[config.mk]
export PLATFORM = sky130hd
export DESIGN_NAME = dds_synth
export DESIGN_NICKNAME = d
export VERILOG_FILES = /design/src/rtl/dds_pkg.sv /design/src/rtl/dds_phase_acc.sv /design/src/rtl/dds_quarter_sine.sv /design/src/rtl/dds_width_fit.sv /design/src/rtl/dds_synth.sv
export SDC_FILE = /design/constraint.sdc
export NUM_CORES = 1
export LEC_CHECK = 0
export CAP_MARGIN = 25
export CORE_ASPECT_RATIO = 0.8
export CORE_MARGIN = 3
export CORE_UTILIZATION = 40
export CTS_CLUSTER_SIZE = 16
export DETAILED_ROUTE_END_ITERATION = 10
export GPL_ROUTABILITY_DRIVEN = 0
export SLEW_MARGIN = 20
export SYNTH_ARGS = -nofsm -noshare
export SYNTH_HDL_FRONTEND = slang
export SYNTH_HIERARCHICAL = 1
export SYNTH_SLANG_ARGS = --single-unit
[constraint.sdc]
create_clock -name clk -period 7.4 [get_ports clk]
set_input_delay 2.22 -clock clk [delete_from_list [all_inputs] [get_ports clk]]
set_output_delay 2.22 -clock clk [all_outputs]
set_load 0.02 [all_outputs]
[src/rtl/dds_pkg.sv]
package dds_pkg;

    localparam real DDS_PI = 3.14159265358979323846;

    // Quadrant taken from the top two index bits
    typedef enum logic [1:0] {
        QD_RISE_POS = 2'd0,
        QD_FALL_POS = 2'd1,
        QD_FALL_NEG = 2'd2,
        QD_RISE_NEG = 2'd3
    } quad_e;

endpackage

[src/rtl/dds_phase_acc.sv]
module dds_phase_acc #(
    parameter int PHASE_W = 16,
    parameter int IDX_W   = 8
) (
    input  logic               clk,
    input  logic               rst,
    input  logic               en,
    input  logic               valid,
    input  logic [PHASE_W-1:0] step,
    input  logic [PHASE_W-1:0] start,
    output logic               vld_o,
    output logic [IDX_W-1:0]   idx_o
);

    logic [PHASE_W-1:0] acc;

    // Phase register: no reset, loaded while disabled
    always_ff @(posedge clk) begin
        if (!en) begin
            acc <= start;
        end else if (valid) begin
            acc <= acc + step;
        end
    end

    // Stage 1: capture the index bits of the current phase
    always_ff @(posedge clk) begin
        idx_o <= acc[PHASE_W-1 -: IDX_W];
        if (rst) begin
            vld_o <= 1'b0;
        end else begin
            vld_o <= en && valid;
        end
    end


    phase_hold_chk: assert property (@(posedge clk) disable iff (rst)
        (en && !valid) |=> $stable(acc));


    phase_load_chk: assert property (@(posedge clk) disable iff (rst)
        !en |=> (acc == $past(start)));

endmodule

[src/rtl/dds_quarter_sine.sv]
module dds_quarter_sine
    import dds_pkg::*;
#(
    parameter int LUT_AW = 6,
    parameter int SINE_W = 14
) (
    input  logic                     clk,
    input  logic                     rst,
    input  logic                     vld_i,
    input  logic [LUT_AW+1:0]        idx_i,
    output logic                     vld_o,
    output logic signed [SINE_W-1:0] sine_o
);

    localparam int  N_ENT = 1 << LUT_AW;
    localparam int  MAG_W = SINE_W - 1;
    localparam real AMP   = real'((1 << (SINE_W - 1)) - 1);

    logic [MAG_W-1:0] rom [N_ENT];

    // Quarter-wave table sampled at half-step offsets
    for (genvar j = 0; j < N_ENT; j++) begin : g_rom
        localparam real ANG = 2.0 * DDS_PI * (real'(j) + 0.5) / (4.0 * real'(N_ENT));
        localparam int  VAL = $rtoi(AMP * $sin(ANG) + 0.5);
        assign rom[j] = MAG_W'(VAL);
    end

    quad_e             quad;
    logic [LUT_AW-1:0] addr;
    logic              neg;

    assign quad = quad_e'(idx_i[LUT_AW+1:LUT_AW]);

    always_comb begin
        addr = idx_i[LUT_AW-1:0];
        neg  = 1'b0;
        unique case (quad)
            QD_RISE_POS: begin
                addr = idx_i[LUT_AW-1:0];
            end
            QD_FALL_POS: begin
                addr = ~idx_i[LUT_AW-1:0];
            end
            QD_FALL_NEG: begin
                neg = 1'b1;
            end
            QD_RISE_NEG: begin
                addr = ~idx_i[LUT_AW-1:0];
                neg  = 1'b1;
            end
        endcase
    end

    logic signed [SINE_W-1:0] mag_s;
    assign mag_s = $signed({1'b0, rom[addr]});

    // Stage 2: signed sine value
    always_ff @(posedge clk) begin
        sine_o <= neg ? -mag_s : mag_s;
        if (rst) begin
            vld_o <= 1'b0;
        end else begin
            vld_o <= vld_i;
        end
    end


    quad_sign_chk: assert property (@(posedge clk) disable iff (rst)
        vld_o |-> (sine_o[SINE_W-1] == $past(idx_i[LUT_AW+1])));

endmodule

[src/rtl/dds_width_fit.sv]
module dds_width_fit #(
    parameter int SINE_W = 14,
    parameter int OUT_W  = 12
) (
    input  logic                     clk,
    input  logic                     rst,
    input  logic                     vld_i,
    input  logic signed [SINE_W-1:0] din,
    output logic                     vld_o,
    output logic signed [OUT_W-1:0]  dout
);

    always_ff @(posedge clk) begin
        if (rst) begin
            vld_o <= 1'b0;
        end else begin
            vld_o <= vld_i;
        end
    end

    if (OUT_W < SINE_W) begin : g_narrow
        localparam int DROP = SINE_W - OUT_W;
        localparam logic [DROP-1:0] HALF = DROP'(1) << (DROP - 1);
        localparam logic signed [OUT_W-1:0] MAXP = {1'b0, {(OUT_W-1){1'b1}}};

        logic signed [OUT_W-1:0] kept;
        logic [DROP-1:0]         frac;
        logic                    up;

        assign kept = din[SINE_W-1:DROP];
        assign frac = din[DROP-1:0];
        assign up   = (frac > HALF) || ((frac == HALF) && kept[0]);

        always_ff @(posedge clk) begin
            if (up && (kept == MAXP)) begin
                dout <= MAXP;
            end else begin
                dout <= kept + OUT_W'(up);
            end
        end


        pos_no_wrap_chk: assert property (@(posedge clk) disable iff (rst)
            (vld_o && !$past(din[SINE_W-1])) |-> !dout[OUT_W-1]);
    end else if (OUT_W > SINE_W) begin : g_widen
        localparam int SHIFT = OUT_W - SINE_W;
        always_ff @(posedge clk) begin
            dout <= {din, {SHIFT{1'b0}}};
        end
    end else begin : g_equal
        always_ff @(posedge clk) begin
            dout <= din;
        end
    end

endmodule

[src/rtl/dds_synth.sv]
module dds_synth #(
    parameter int PHASE_W = 16,
    parameter int LUT_AW  = 6,
    parameter int SINE_W  = 14,
    parameter int OUT_W   = 12
) (
    input  logic                    clk,
    input  logic                    rst,
    input  logic                    en,
    input  logic                    valid,
    input  logic [PHASE_W-1:0]      step,
    input  logic [PHASE_W-1:0]      start,
    output logic                    out_valid,
    output logic signed [OUT_W-1:0] out_sample
);

    localparam int IDX_W = LUT_AW + 2;

    if (PHASE_W < 8 || PHASE_W > 24 || PHASE_W < IDX_W) begin : g_bad_cfg
        $error("dds_synth: unsupported phase width");
    end

    logic                     s1_vld;
    logic [IDX_W-1:0]         s1_idx;
    logic                     s2_vld;
    logic signed [SINE_W-1:0] s2_sine;

    dds_phase_acc #(
        .PHASE_W (PHASE_W),
        .IDX_W   (IDX_W)
    ) i_phase (
        .clk   (clk),
        .rst   (rst),
        .en    (en),
        .valid (valid),
        .step  (step),
        .start (start),
        .vld_o (s1_vld),
        .idx_o (s1_idx)
    );

    dds_quarter_sine #(
        .LUT_AW (LUT_AW),
        .SINE_W (SINE_W)
    ) i_sine (
        .clk    (clk),
        .rst    (rst),
        .vld_i  (s1_vld),
        .idx_i  (s1_idx),
        .vld_o  (s2_vld),
        .sine_o (s2_sine)
    );

    dds_width_fit #(
        .SINE_W (SINE_W),
        .OUT_W  (OUT_W)
    ) i_fit (
        .clk   (clk),
        .rst   (rst),
        .vld_i (s2_vld),
        .din   (s2_sine),
        .vld_o (out_valid),
        .dout  (out_sample)
    );


    out_lat_chk: assert property (@(posedge clk) disable iff (rst)
        out_valid |-> $past(en && valid, 3));

endmodule

==> impl_metrics.prom, run 1 <==
# TYPE chip_impl_metric gauge
chip_impl_info{name="result_of_the_run",value="finished clean"} 1
chip_impl_info{name="critical-path-top-delay-family",value="compound AO/OA/AOI/OAI gates"} 1
chip_impl_metric{name="postSynthAreaPerCell",unit="sq um"} 7.78
chip_impl_metric{name="grt_overflow_total",unit=""} 0
chip_impl_metric{name="seq_area",unit="sq um"} 1220
chip_impl_metric{name="number_of_global_route_vias_before_repair",unit=""} 4760
chip_impl_metric{name="layout.filler_cells",unit=""} 1187
chip_impl_metric{name="dr_total_vias",unit=""} 5045
chip_impl_metric{name="detail-route-antenna-nets",unit=""} 0
chip_impl_metric{name="r2r_slack",unit="ps"} 4130
chip_impl_metric{name="detailed_place_hpwl",unit="um"} 10700
chip_impl_info{name="ys_dominant_reg_cell",value="sky130_fd_sc_hd__dfxtp_1"} 1
chip_impl_metric{name="layout-area-overhead-vs-synth",unit="%"} 12.1
chip_impl_metric{name="cts_max_path_buffers",unit=""} 2
chip_impl_metric{name="post_detailed_placement_cell_area",unit="sq um"} 5420
chip_impl_metric{name="n_antenna_cell",unit=""} 0
chip_impl_metric{name="final.period_utilization",unit="%"} 60.6
chip_impl_metric{name="async_flop_share",unit="%"} 0
chip_impl_metric{name="post_cts.repair.setup_buffers",unit=""} 0
chip_impl_metric{name="final_layout_size_suffix_gt1_share",unit="%"} 7.98
chip_impl_metric{name="synth_top_cell_area_share",unit="%"} 14.8
chip_impl_metric{name="mappedNetlistNets",unit=""} 695
chip_impl_metric{name="synth-seq-area-share",unit="%"} 24.5
chip_impl_metric{name="worst_r2r_path_depth",unit=""} 6
chip_impl_metric{name="io_buffers",unit=""} 48
chip_impl_metric{name="max-cap-violations",unit=""} 0
chip_impl_metric{name="grtUsageTotal",unit="%"} 21.9
chip_impl_metric{name="synth_cell_types",unit=""} 80
chip_impl_metric{name="wire_length_of_the_first_global_routing_pass",unit="um"} 24800
chip_impl_metric{name="max_slew.worst_pin.slew",unit="ps"} 1030
chip_impl_metric{name="core_area",unit="sq um"} 11800
chip_impl_metric{name="design.die.area",unit="sq um"} 13900
chip_impl_metric{name="antenna_found_initial",unit=""} 0
chip_impl_metric{name="holdPathStages",unit=""} 0
chip_impl_metric{name="initial_core_util",unit="%"} 42.2
chip_impl_metric{name="dieWidth",unit="um"} 131
chip_impl_info{name="clock_tree.root_cell",value="sky130_fd_sc_hd__clkbuf_16"} 1
chip_impl_metric{name="fin_skew",unit="ps"} 6.84
chip_impl_metric{name="layout_setup_ws",unit="ps"} 2910
chip_impl_metric{name="detail_route.wirelength",unit="um"} 15100
chip_impl_info{name="grt_setup_unrepaired",value="false"} 1
chip_impl_metric{name="number_of_enable_flip_flop_cells_after_synthesis",unit=""} 16
chip_impl_info{name="worstSetupEndpointType",value="register"} 1
chip_impl_metric{name="tns",unit="ps"} 0
chip_impl_metric{name="final_design_instance_area_without_fill",unit="sq um"} 5600
chip_impl_metric{name="max_h_tree_level",unit=""} 2
chip_impl_info{name="hold_path.class",value="register to register"} 1
chip_impl_metric{name="syn_area",unit="sq um"} 4990
chip_impl_metric{name="postSynthCellCount",unit=""} 641
chip_impl_metric{name="hold_viol_final",unit=""} 0
chip_impl_metric{name="setup_viol",unit=""} 0
chip_impl_metric{name="power.ir.vdd_worst",unit="mV"} 0.243
chip_impl_metric{name="placement_rows",unit=""} 35
chip_impl_metric{name="cellLeakagePower",unit="nW"} 2.10
chip_impl_metric{name="num_cts_buffers",unit=""} 5
chip_impl_metric{name="grt_max_degree",unit=""} 72
chip_impl_info{name="layout_common_cells",value="52 x sky130_fd_sc_hd__nand2_1, 52 x sky130_fd_sc_hd__a21oi_1, 48 x sky130_fd_sc_hd__clkdlybuf4s50_1"} 1
chip_impl_metric{name="ys_ff_latch",unit=""} 53
chip_impl_metric{name="cp_num_buf_inv",unit=""} 1
chip_impl_metric{name="finish.net_count",unit=""} 705
chip_impl_metric{name="maxClockFrequency",unit="GHz"} 0.223
chip_impl_metric{name="synth-warning-count",unit=""} 6
chip_impl_metric{name="cp_slowest_stage_delay",unit="ps"} 420
chip_impl_metric{name="cp_data_required_time",unit="ps"} 7440
chip_impl_metric{name="dieHeight",unit="um"} 106
chip_impl_metric{name="multiInputGateArea",unit="sq um"} 3430
chip_impl_info{name="critical_path.startpoint",value="step[0]"} 1
chip_impl_metric{name="drtPass1Iterations",unit=""} 5
chip_impl_metric{name="critPathMaxFanout",unit=""} 5
chip_impl_metric{name="postcts_resize_cnt",unit=""} 0
chip_impl_metric{name="fin_worst_hold_slack",unit="ps"} 376
chip_impl_metric{name="route.detailed.wl_per_inst",unit="um"} 18.9
chip_impl_info{name="reg2reg_from",value="i_phase/idx_o[6]$_DFF_P_"} 1
chip_impl_metric{name="worst-path-stages",unit=""} 8
chip_impl_metric{name="critical_path_arrival",unit="ps"} 4530
chip_impl_metric{name="hold_buffers",unit=""} 0
chip_impl_metric{name="post_placement_worst_setup_slack",unit="ps"} 2630
chip_impl_metric{name="clkTransAtPathRegs",unit="ps"} 70
chip_impl_info{name="worstPathCellList",value="clkdlybuf4s50_1 -> ha_1 -> fa_1 -> a21o_1 -> a221oi_4 -> o211ai_1 -> xor2_1 -> mux2_2"} 1
chip_impl_metric{name="min_period",unit="ps"} 4490
chip_impl_metric{name="drtIter0Drc",unit=""} 784
chip_impl_metric{name="areal_power_density_over_the_cells",unit="nW/um^2"} 473
chip_impl_info{name="min_from",value="i_phase/acc[12]$_DFFE_PP_"} 1
chip_impl_info{name="crit_start_category",value="primary input"} 1
chip_impl_metric{name="timing.max_slew.rel_slack",unit="%"} 29.6
chip_impl_info{name="critical_path_class",value="primary input to register"} 1
chip_impl_metric{name="clkLatencyLatePin",unit="ps"} 290
chip_impl_info{name="timing.critical_path.slowest_stage_cell",value="sky130_fd_sc_hd__fa_1"} 1
chip_impl_info{name="cell_types_with_the_largest_area_share_after_synthesis",value="sky130_fd_sc_hd__dfxtp_1 15%, sky130_fd_sc_hd__edfxtp_1 9.6%, sky130_fd_sc_hd__a21oi_1 5.2%"} 1
chip_impl_info{name="synth_top_cell_by_area",value="sky130_fd_sc_hd__dfxtp_1"} 1
chip_impl_metric{name="post_detailed_route_drc_marker_count",unit=""} 0
chip_impl_metric{name="io-pin-count",unit=""} 49
chip_impl_info{name="cts_tree",value="done"} 1
chip_impl_metric{name="via_per_instance_ratio",unit=""} 6.31
chip_impl_metric{name="clock_sink_count",unit=""} 53
chip_impl_metric{name="slew_violations",unit=""} 0
==> flip-flops by register name, summed over array words and instances, names as in the netlist <==
signal and count:
i_phase/vld_o 1, i_sine/sine_o 14, i_phase/acc 16, i_fit/vld_o 1, i_fit/dout 12, i_phase/idx_o 8, i_sine/vld_o 1
==> cells by family after synthesis <==
| group | Yosys count | synth area share, % |
|---|---|---|
| fa+ha+maj | 18 | 4.66 |
| buf+inv | 67 | 6.85 |
| compound gates | 241 | 32.6 |
| simple gates | 219 | 22.9 |
| xor+xnor | 29 | 5.24 |
| flops | 53 | 24.5 |
| mux | 14 | 3.18 |
==> metal layers <==
metal  track usage (%)  routed length (um)
met5                 0                   0
met4              5.21                 260
met3              5.98                1460
met2              31.1                6470
met1              32.7                6960
==> stage by stage <==
stage | utilization [%] | std cells | power [W]
after global placement | 45.9 | 792 | 0.00231
after detailed placement | 45.9 | 792 | 0.00232
after global routing | 47.3 | 800 | 0.00286
final | 47.3 | 800 | 0.00265
after CTS | 47.3 | 800 | 0.00261
after floorplan | - | 641 | 0.00190
==> synth_stat cells, drive strengths merged (16+ instances only) <==
cell type	number
o21ai	57
a21oi	52
nand2	52
nor2	46
buf	42
dfxtp	37
xnor2	21
nand2b	19
nor2b	18
ha	17
nand3	17
edfxtp	16
==> worst register-to-register path, cell delays in order (launching register included) <==
cell and delay (ps):
sky130_fd_sc_hd__dfxtp_2 310, sky130_fd_sc_hd__buf_4 540, sky130_fd_sc_hd__nor2b_1 630, sky130_fd_sc_hd__nor2_1 410
sky130_fd_sc_hd__a2111oi_0 900, sky130_fd_sc_hd__a21oi_1 160, sky130_fd_sc_hd__xor2_1 200
==> power by group <==
part / internal (W) / switching (W) / total [W]
registers: 0.000440 / 0.0000879 / 0.000528
logic: 0.000692 / 0.00116 / 0.00185
clock network: 0.000162 / 0.000107 / 0.000269
total: 0.00129 / 0.00135 / 0.00265
==> final timing paths <==
path                                     to
setup / recovery  i_phase/acc[10]$_DFFE_PP_
hold / removal     i_phase/idx_o[4]$_DFF_P_
setup reg to reg   i_sine/sine_o[6]$_DFF_P_
hold reg to reg    i_phase/idx_o[4]$_DFF_P_
==> cell type report <==
class | instances | area share [%]
Inverter | 16 | 1.07
Timing Repair Buffer | 54 | 9.39
Sequential cell | 53 | 21.9
Clock inverter | 3 | 0.850
Tap cell | 148 | 3.31
Multi-Input combinational cell | 521 | 61.2
Clock buffer | 5 | 2.24
Power figures use the tool's default switching activity.
==> run 2: changes to the inputs <==
==> constraint.sdc (replaced) <==
create_clock -name clk -period 3.9 [get_ports clk]
set_input_delay 1.17 -clock clk [delete_from_list [all_inputs] [get_ports clk]]
set_output_delay 1.17 -clock clk [all_outputs]
set_load 0.02 [all_outputs]
==> run 2 against run 1 <==
  * Via count rose by 3.6%
  * Sequential cell count did not move
  * First-iteration DRC count fell by 5.5%
  * Hold slack improved by 4.0 ps
  * Die area did not move
  * Global-route usage rose by 1.4 points
  * Final area rose by 1.3%
  * Worst setup slack got worse by 2500 ps
  * Non-clock buffer count rose by 11
  * Routed wire length rose by 5.2%
  * Clock skew fell by 1.3 ps
  * Largest cell class unchanged
  * Power rose by 91%
  * Critical path type unchanged
==> impl_metrics.prom, run 2 (same netlist as run 1, synthesis figures left out) <==
# TYPE chip_impl_metric gauge
chip_impl_info{name="result_of_the_run",value="finished clean"} 1
chip_impl_metric{name="post_detailed_placement_cell_area",unit="sq um"} 5530
chip_impl_info{name="crit_start_category",value="primary input"} 1
chip_impl_metric{name="via_per_instance_ratio",unit=""} 6.45
chip_impl_metric{name="drtPass1Iterations",unit=""} 6
chip_impl_metric{name="grt_overflow_total",unit=""} 0
chip_impl_metric{name="dieWidth",unit="um"} 131
chip_impl_metric{name="antenna_found_initial",unit=""} 0
chip_impl_metric{name="hold_viol_final",unit=""} 0
chip_impl_metric{name="layout-area-overhead-vs-synth",unit="%"} 13.6
chip_impl_metric{name="detail-route-antenna-nets",unit=""} 0
chip_impl_metric{name="route.detailed.wl_per_inst",unit="um"} 19.7
chip_impl_info{name="clock_tree.root_cell",value="sky130_fd_sc_hd__clkbuf_16"} 1
chip_impl_metric{name="num_cts_buffers",unit=""} 5
chip_impl_metric{name="fin_worst_hold_slack",unit="ps"} 380
chip_impl_metric{name="cellLeakagePower",unit="nW"} 2.14
chip_impl_metric{name="clkLatencyLatePin",unit="ps"} 290
chip_impl_metric{name="postcts_resize_cnt",unit=""} 0
chip_impl_info{name="worstSetupEndpointType",value="register"} 1
chip_impl_info{name="cts_tree",value="done"} 1
chip_impl_metric{name="timing.max_slew.rel_slack",unit="%"} 30.9
chip_impl_metric{name="max_h_tree_level",unit=""} 2
chip_impl_metric{name="placement_rows",unit=""} 35
chip_impl_info{name="top_regs",value="i_phase/acc x16, i_sine/sine_o x14, i_fit/dout x12"} 1
chip_impl_metric{name="final.period_utilization",unit="%"} 88.6
chip_impl_metric{name="cts_max_path_buffers",unit=""} 2
chip_impl_metric{name="grt_max_degree",unit=""} 45
chip_impl_metric{name="io_buffers",unit=""} 48
chip_impl_metric{name="final_design_instance_area_without_fill",unit="sq um"} 5670
chip_impl_metric{name="critPathMaxFanout",unit=""} 5
chip_impl_metric{name="post_detailed_route_drc_marker_count",unit=""} 0
chip_impl_info{name="critical_path_class",value="primary input to register"} 1
chip_impl_metric{name="final_layout_size_suffix_gt1_share",unit="%"} 9.37
chip_impl_metric{name="holdPathStages",unit=""} 0
chip_impl_metric{name="setup_viol",unit=""} 0
chip_impl_info{name="max_flop_register",value="i_phase/acc"} 1
chip_impl_metric{name="areal_power_density_over_the_cells",unit="nW/um^2"} 893
chip_impl_metric{name="worst_r2r_path_depth",unit=""} 8
chip_impl_metric{name="total_power",unit="W"} 0.00507
chip_impl_metric{name="min_period",unit="ps"} 3460
chip_impl_metric{name="dieHeight",unit="um"} 106
chip_impl_metric{name="largest_register_ff_count",unit=""} 16
chip_impl_metric{name="n_antenna_cell",unit=""} 0
chip_impl_metric{name="number_of_global_route_vias_before_repair",unit=""} 4930
chip_impl_metric{name="layout_setup_ws",unit="ps"} 443
chip_impl_metric{name="detailed_place_hpwl",unit="um"} 11600
chip_impl_metric{name="slew_violations",unit=""} 0
chip_impl_metric{name="maxClockFrequency",unit="GHz"} 0.289
chip_impl_metric{name="max_slew.worst_pin.slew",unit="ps"} 1040
chip_impl_metric{name="max-cap-violations",unit=""} 0
chip_impl_metric{name="drtIter0Drc",unit=""} 741
chip_impl_metric{name="post_cts.repair.setup_buffers",unit=""} 0
chip_impl_metric{name="power.ir.vdd_worst",unit="mV"} 0.407
chip_impl_metric{name="clock_sink_count",unit=""} 53
chip_impl_info{name="hold_path.class",value="register to register"} 1
chip_impl_metric{name="finish.net_count",unit=""} 716
chip_impl_metric{name="detail_route.wirelength",unit="um"} 15900
chip_impl_metric{name="cp_data_required_time",unit="ps"} 3940
chip_impl_metric{name="design.die.area",unit="sq um"} 13900
chip_impl_metric{name="hold_buffers",unit=""} 0
chip_impl_metric{name="dr_total_vias",unit=""} 5227
chip_impl_metric{name="fin_skew",unit="ps"} 5.55
chip_impl_metric{name="critical_path_arrival",unit="ps"} 3500
chip_impl_metric{name="clkTransAtPathRegs",unit="ps"} 70
chip_impl_metric{name="initial_core_util",unit="%"} 42.2
chip_impl_metric{name="post_placement_worst_setup_slack",unit="ps"} 148
chip_impl_info{name="layout_common_cells",value="52 x sky130_fd_sc_hd__nand2_1, 52 x sky130_fd_sc_hd__a21oi_1, 48 x sky130_fd_sc_hd__clkdlybuf4s50_1"} 1
chip_impl_metric{name="tns",unit="ps"} 0
chip_impl_metric{name="core_area",unit="sq um"} 11800
chip_impl_metric{name="wire_length_of_the_first_global_routing_pass",unit="um"} 26100
chip_impl_info{name="grt_setup_unrepaired",value="false"} 1
chip_impl_metric{name="io-pin-count",unit=""} 49
chip_impl_metric{name="grtUsageTotal",unit="%"} 23.3
run 2: where the power goes:
| group | switching [W] | internal [W] | leakage (nW) |
|---|---|---|---|
| Sequential | 0.000403 | 0.000836 | 0.475 |
| Combinational | 0.00202 | 0.00138 | 1.60 |
| Clock | 0.000193 | 0.000236 | 0.0702 |
| Total | 0.00261 | 0.00245 | 2.14 |
run 2: routing by layer:
| metal | global-route usage, % | vias to the layer above | wire length (um) |
|---|---|---|---|
| met5 | 0 | - | 0 |
| met1 | 34.4 | 2429 | 7180 |
| met3 | 6.48 | 37 | 1750 |
| met4 | 5.65 | 0 | 337 |
| li1 | - | 2471 | - |
| met2 | 33.4 | 290 | 6670 |
run 2: final timing paths:
| check | startpoint | to | slack (ps) |
|---|---|---|---|
| setup reg to reg | i_phase/idx_o[3]$_DFF_P_ | i_sine/sine_o[6]$_DFF_P_ | 710 |
| setup / recovery | step[0] | i_phase/acc[10]$_DFFE_PP_ | 440 |
| hold / removal | i_phase/acc[11]$_DFFE_PP_ | i_phase/idx_o[3]$_DFF_P_ | 380 |
| hold reg to reg | i_phase/acc[11]$_DFFE_PP_ | i_phase/idx_o[3]$_DFF_P_ | 380 |
run 2: cell type report:
type	count	area [sq um]
flip-flops and latches	53	1220
multi-input cells	521	3430
clock inverters	2	15.0
clock buffers	5	125
repair buffers	65	633
inverters	16	60.1
well taps	148	185
fillers	1167	6150
run 2: stage by stage:
stage	cells	util, %
2_1_floorplan	641	-
3_3_place_gp	803	46.8
3_5_place_dp	803	46.8
4_1_cts	810	48.0
5_1_grt	810	48.0
6_report	810	48.0
run 2: worst max-delay path, cell delays in order:
cell and delay [ps]:
sky130_fd_sc_hd__clkdlybuf4s50_1 410, sky130_fd_sc_hd__ha_1 240, sky130_fd_sc_hd__fa_1 420, sky130_fd_sc_hd__a21o_1 240
sky130_fd_sc_hd__a221oi_4 400, sky130_fd_sc_hd__o211ai_1 180, sky130_fd_sc_hd__xor2_1 170, sky130_fd_sc_hd__mux2_2 260
==> run 3: changes to the inputs <==
--- a/config.mk
+++ b/config.mk
@@ -8,10 +8,11 @@
 export CAP_MARGIN = 25
 export CORE_ASPECT_RATIO = 0.8
 export CORE_MARGIN = 3
-export CORE_UTILIZATION = 40
+export CORE_UTILIZATION = 45
 export CTS_CLUSTER_SIZE = 16
 export DETAILED_ROUTE_END_ITERATION = 10
 export GPL_ROUTABILITY_DRIVEN = 0
+export PLACE_DENSITY = 0.68
 export SLEW_MARGIN = 20
 export SYNTH_ARGS = -nofsm -noshare
 export SYNTH_HDL_FRONTEND = slang
==> run 3 against run 2 <==
  * Largest power group unchanged
  * Critical path depth unchanged
  * Power increased by 0.34%
  * Maximum frequency increased by 0.23%
  * Non-clock buffer count decreased by 5
  * Worst setup slack improved by 7.8 ps
  * Global-route usage increased by 1.2 points
  * Routed wire length decreased by 4.1%
  * Core utilization increased by 5.7 points
  * Highest routed layer unchanged
==> impl_metrics.prom, run 3 (same netlist as run 1, synthesis figures left out) <==
# TYPE chip_impl_metric gauge
chip_impl_metric{name="cellLeakagePower",unit="nW"} 2.13
chip_impl_metric{name="post_cts.repair.setup_buffers",unit=""} 0
chip_impl_metric{name="antenna_found_initial",unit=""} 0
chip_impl_metric{name="setup_viol",unit=""} 0
chip_impl_metric{name="io_buffers",unit=""} 48
chip_impl_metric{name="largest_register_ff_count",unit=""} 16
chip_impl_info{name="critical_path_class",value="primary input to register"} 1
chip_impl_metric{name="route.detailed.wl_per_inst",unit="um"} 19.1
chip_impl_metric{name="power.ir.vdd_worst",unit="mV"} 0.461
chip_impl_metric{name="hold_viol_final",unit=""} 0
chip_impl_metric{name="detailed_place_hpwl",unit="um"} 11000
chip_impl_metric{name="design.die.area",unit="sq um"} 12400
chip_impl_metric{name="areal_power_density_over_the_cells",unit="nW/um^2"} 900
chip_impl_metric{name="core_area",unit="sq um"} 10500
chip_impl_metric{name="maxClockFrequency",unit="GHz"} 0.290
chip_impl_metric{name="critPathMaxFanout",unit=""} 5
chip_impl_metric{name="placement_rows",unit=""} 33
chip_impl_metric{name="n_antenna_cell",unit=""} 0
chip_impl_info{name="critical_path.startpoint",value="step[0]"} 1
chip_impl_metric{name="cp_data_required_time",unit="ps"} 3940
chip_impl_metric{name="fin_skew",unit="ps"} 7.96
chip_impl_info{name="critPathCapture",value="i_phase/acc[10]$_DFFE_PP_"} 1
chip_impl_info{name="reg2reg_from",value="i_phase/idx_o[3]$_DFF_P_"} 1
chip_impl_info{name="worstSetupEndpointType",value="register"} 1
chip_impl_metric{name="placed_cells",unit=""} 790
chip_impl_metric{name="hold_buffers",unit=""} 0
chip_impl_metric{name="initial_core_util",unit="%"} 47.4
chip_impl_info{name="cts_tree",value="done"} 1
chip_impl_info{name="max_flop_register",value="i_phase/acc"} 1
chip_impl_metric{name="number_of_global_route_vias_before_repair",unit=""} 4681
chip_impl_metric{name="slew_violations",unit=""} 0
chip_impl_metric{name="cts_max_path_buffers",unit=""} 2
chip_impl_metric{name="postcts_resize_cnt",unit=""} 0
chip_impl_metric{name="dieHeight",unit="um"} 100
chip_impl_info{name="hold_path.class",value="register to register"} 1
chip_impl_metric{name="dieWidth",unit="um"} 124
chip_impl_metric{name="finish.net_count",unit=""} 711
chip_impl_metric{name="total_power",unit="W"} 0.00508
chip_impl_metric{name="holdPathStages",unit=""} 0
chip_impl_metric{name="r2r_slack",unit="ps"} 630
chip_impl_metric{name="grt_overflow_total",unit=""} 0
chip_impl_metric{name="layout-area-overhead-vs-synth",unit="%"} 13.2
chip_impl_info{name="timing.critical_path.slowest_stage_cell",value="sky130_fd_sc_hd__fa_1"} 1
chip_impl_metric{name="worst_r2r_path_depth",unit=""} 8
chip_impl_metric{name="grtUsageTotal",unit="%"} 24.5
chip_impl_metric{name="dr_total_vias",unit=""} 5274
chip_impl_metric{name="final_layout_size_suffix_gt1_share",unit="%"} 8.81
chip_impl_metric{name="drtPass1Iterations",unit=""} 6
chip_impl_metric{name="via_per_instance_ratio",unit=""} 6.61
chip_impl_info{name="worstPathCellList",value="clkdlybuf4s50_1 -> ha_1 -> fa_1 -> a21o_1 -> a221oi_4 -> o211ai_1 -> xor2_1 -> mux2_2"} 1
chip_impl_metric{name="max_slew.worst_pin.slew",unit="ps"} 988
chip_impl_info{name="grt_setup_unrepaired",value="false"} 1
chip_impl_metric{name="post_detailed_route_drc_marker_count",unit=""} 0
chip_impl_metric{name="clkLatencyLatePin",unit="ps"} 290
chip_impl_metric{name="instances_no_fill",unit=""} 798
chip_impl_metric{name="clkTransAtPathRegs",unit="ps"} 70
chip_impl_info{name="layout_common_cells",value="52 x sky130_fd_sc_hd__nand2_1, 52 x sky130_fd_sc_hd__a21oi_1, 48 x sky130_fd_sc_hd__clkdlybuf4s50_1"} 1
chip_impl_metric{name="io-pin-count",unit=""} 49
chip_impl_metric{name="drtIter0Drc",unit=""} 870
chip_impl_metric{name="max_h_tree_level",unit=""} 2
chip_impl_metric{name="final.period_utilization",unit="%"} 88.4
chip_impl_info{name="result_of_the_run",value="finished clean"} 1
chip_impl_info{name="clock_tree.root_cell",value="sky130_fd_sc_hd__clkbuf_16"} 1
chip_impl_metric{name="num_cts_buffers",unit=""} 5
chip_impl_metric{name="max-cap-violations",unit=""} 0
chip_impl_metric{name="min_period",unit="ps"} 3450
chip_impl_metric{name="wire_length_of_the_first_global_routing_pass",unit="um"} 24400
chip_impl_metric{name="detail-route-antenna-nets",unit=""} 0
chip_impl_info{name="top_regs",value="i_phase/acc x16, i_sine/sine_o x14, i_fit/dout x12"} 1
chip_impl_metric{name="cp_slowest_stage_delay",unit="ps"} 420
chip_impl_info{name="crit_start_category",value="primary input"} 1
chip_impl_metric{name="timing.max_slew.rel_slack",unit="%"} 34.1
chip_impl_metric{name="critical_path_arrival",unit="ps"} 3490
chip_impl_metric{name="grt_max_degree",unit=""} 61
chip_impl_metric{name="detail_route.wirelength",unit="um"} 15300
chip_impl_metric{name="tns",unit="ps"} 0
chip_impl_metric{name="clock_sink_count",unit=""} 53
chip_impl_info{name="r2r-end",value="i_sine/sine_o[5]$_DFF_P_"} 1
==> run 3: metal layers <==
layer	wire, um	vias to the layer above	GRT usage (%)
met1	6680	2453	36.9
met3	1950	42	7.38
met2	6330	329	33.9
li1	-	2450	-
met4	315	0	5.79
met5	0	-	0
==> run 3: critical path, delay by kind of cell <==
family          cells  cell delay (ps)
compound gates      3              810
fa+ha+maj           2              660
buf+inv             1              410
mux                 1              270
xor+xnor            1              170
==> run 3: stage by stage <==
| stage | worst slack [ps] | hold slack [ps] | instance area (sq um) | utilization (%) |
|---|---|---|---|---|
| after floorplan | 781 | 352 | 4990 | - |
| after global placement | 207 | 366 | 5480 | 52.1 |
| after detailed placement | 152 | 368 | 5480 | 52.1 |
| after CTS | 455 | 386 | 5650 | 53.7 |
| after global routing | 321 | 406 | 5650 | 53.7 |
| final | 451 | 384 | 5650 | 53.7 |
==> run 3: how the worst min path moves through the flow <==
stage	startpoint	to	slack, ps
floorplan	i_phase/acc[8]$_DFFE_PP_	i_phase/idx_o[0]$_DFF_P_	350
global placement	i_phase/acc[9]$_DFFE_PP_	i_phase/idx_o[1]$_DFF_P_	370
detailed placement	i_phase/acc[12]$_DFFE_PP_	i_phase/idx_o[4]$_DFF_P_	370
CTS	i_phase/acc[12]$_DFFE_PP_	i_phase/idx_o[4]$_DFF_P_	390
global route	i_phase/acc[13]$_DFFE_PP_	i_phase/idx_o[5]$_DFF_P_	410
finish	i_phase/acc[12]$_DFFE_PP_	i_phase/idx_o[4]$_DFF_P_	380
==> run 3: area by class of cell <==
| type | count | area (sq um) |
|---|---|---|
| Clock buffer | 6 | 150 |
| Clock inverter | 2 | 16.3 |
| Fill cell | 1015 | 4880 |
| Inverter | 16 | 60.1 |
| Multi-Input combinational cell | 521 | 3430 |
| Sequential cell | 53 | 1220 |
| Tap cell | 140 | 175 |
| Timing Repair Buffer | 60 | 596 |
==> run 3: power by group <==
group,leakage (nW),switching [W],internal (W)
registers,0.475,0.000353,0.000836
clock network,0.0782,0.000200,0.000278
logic,1.58,0.00205,0.00136
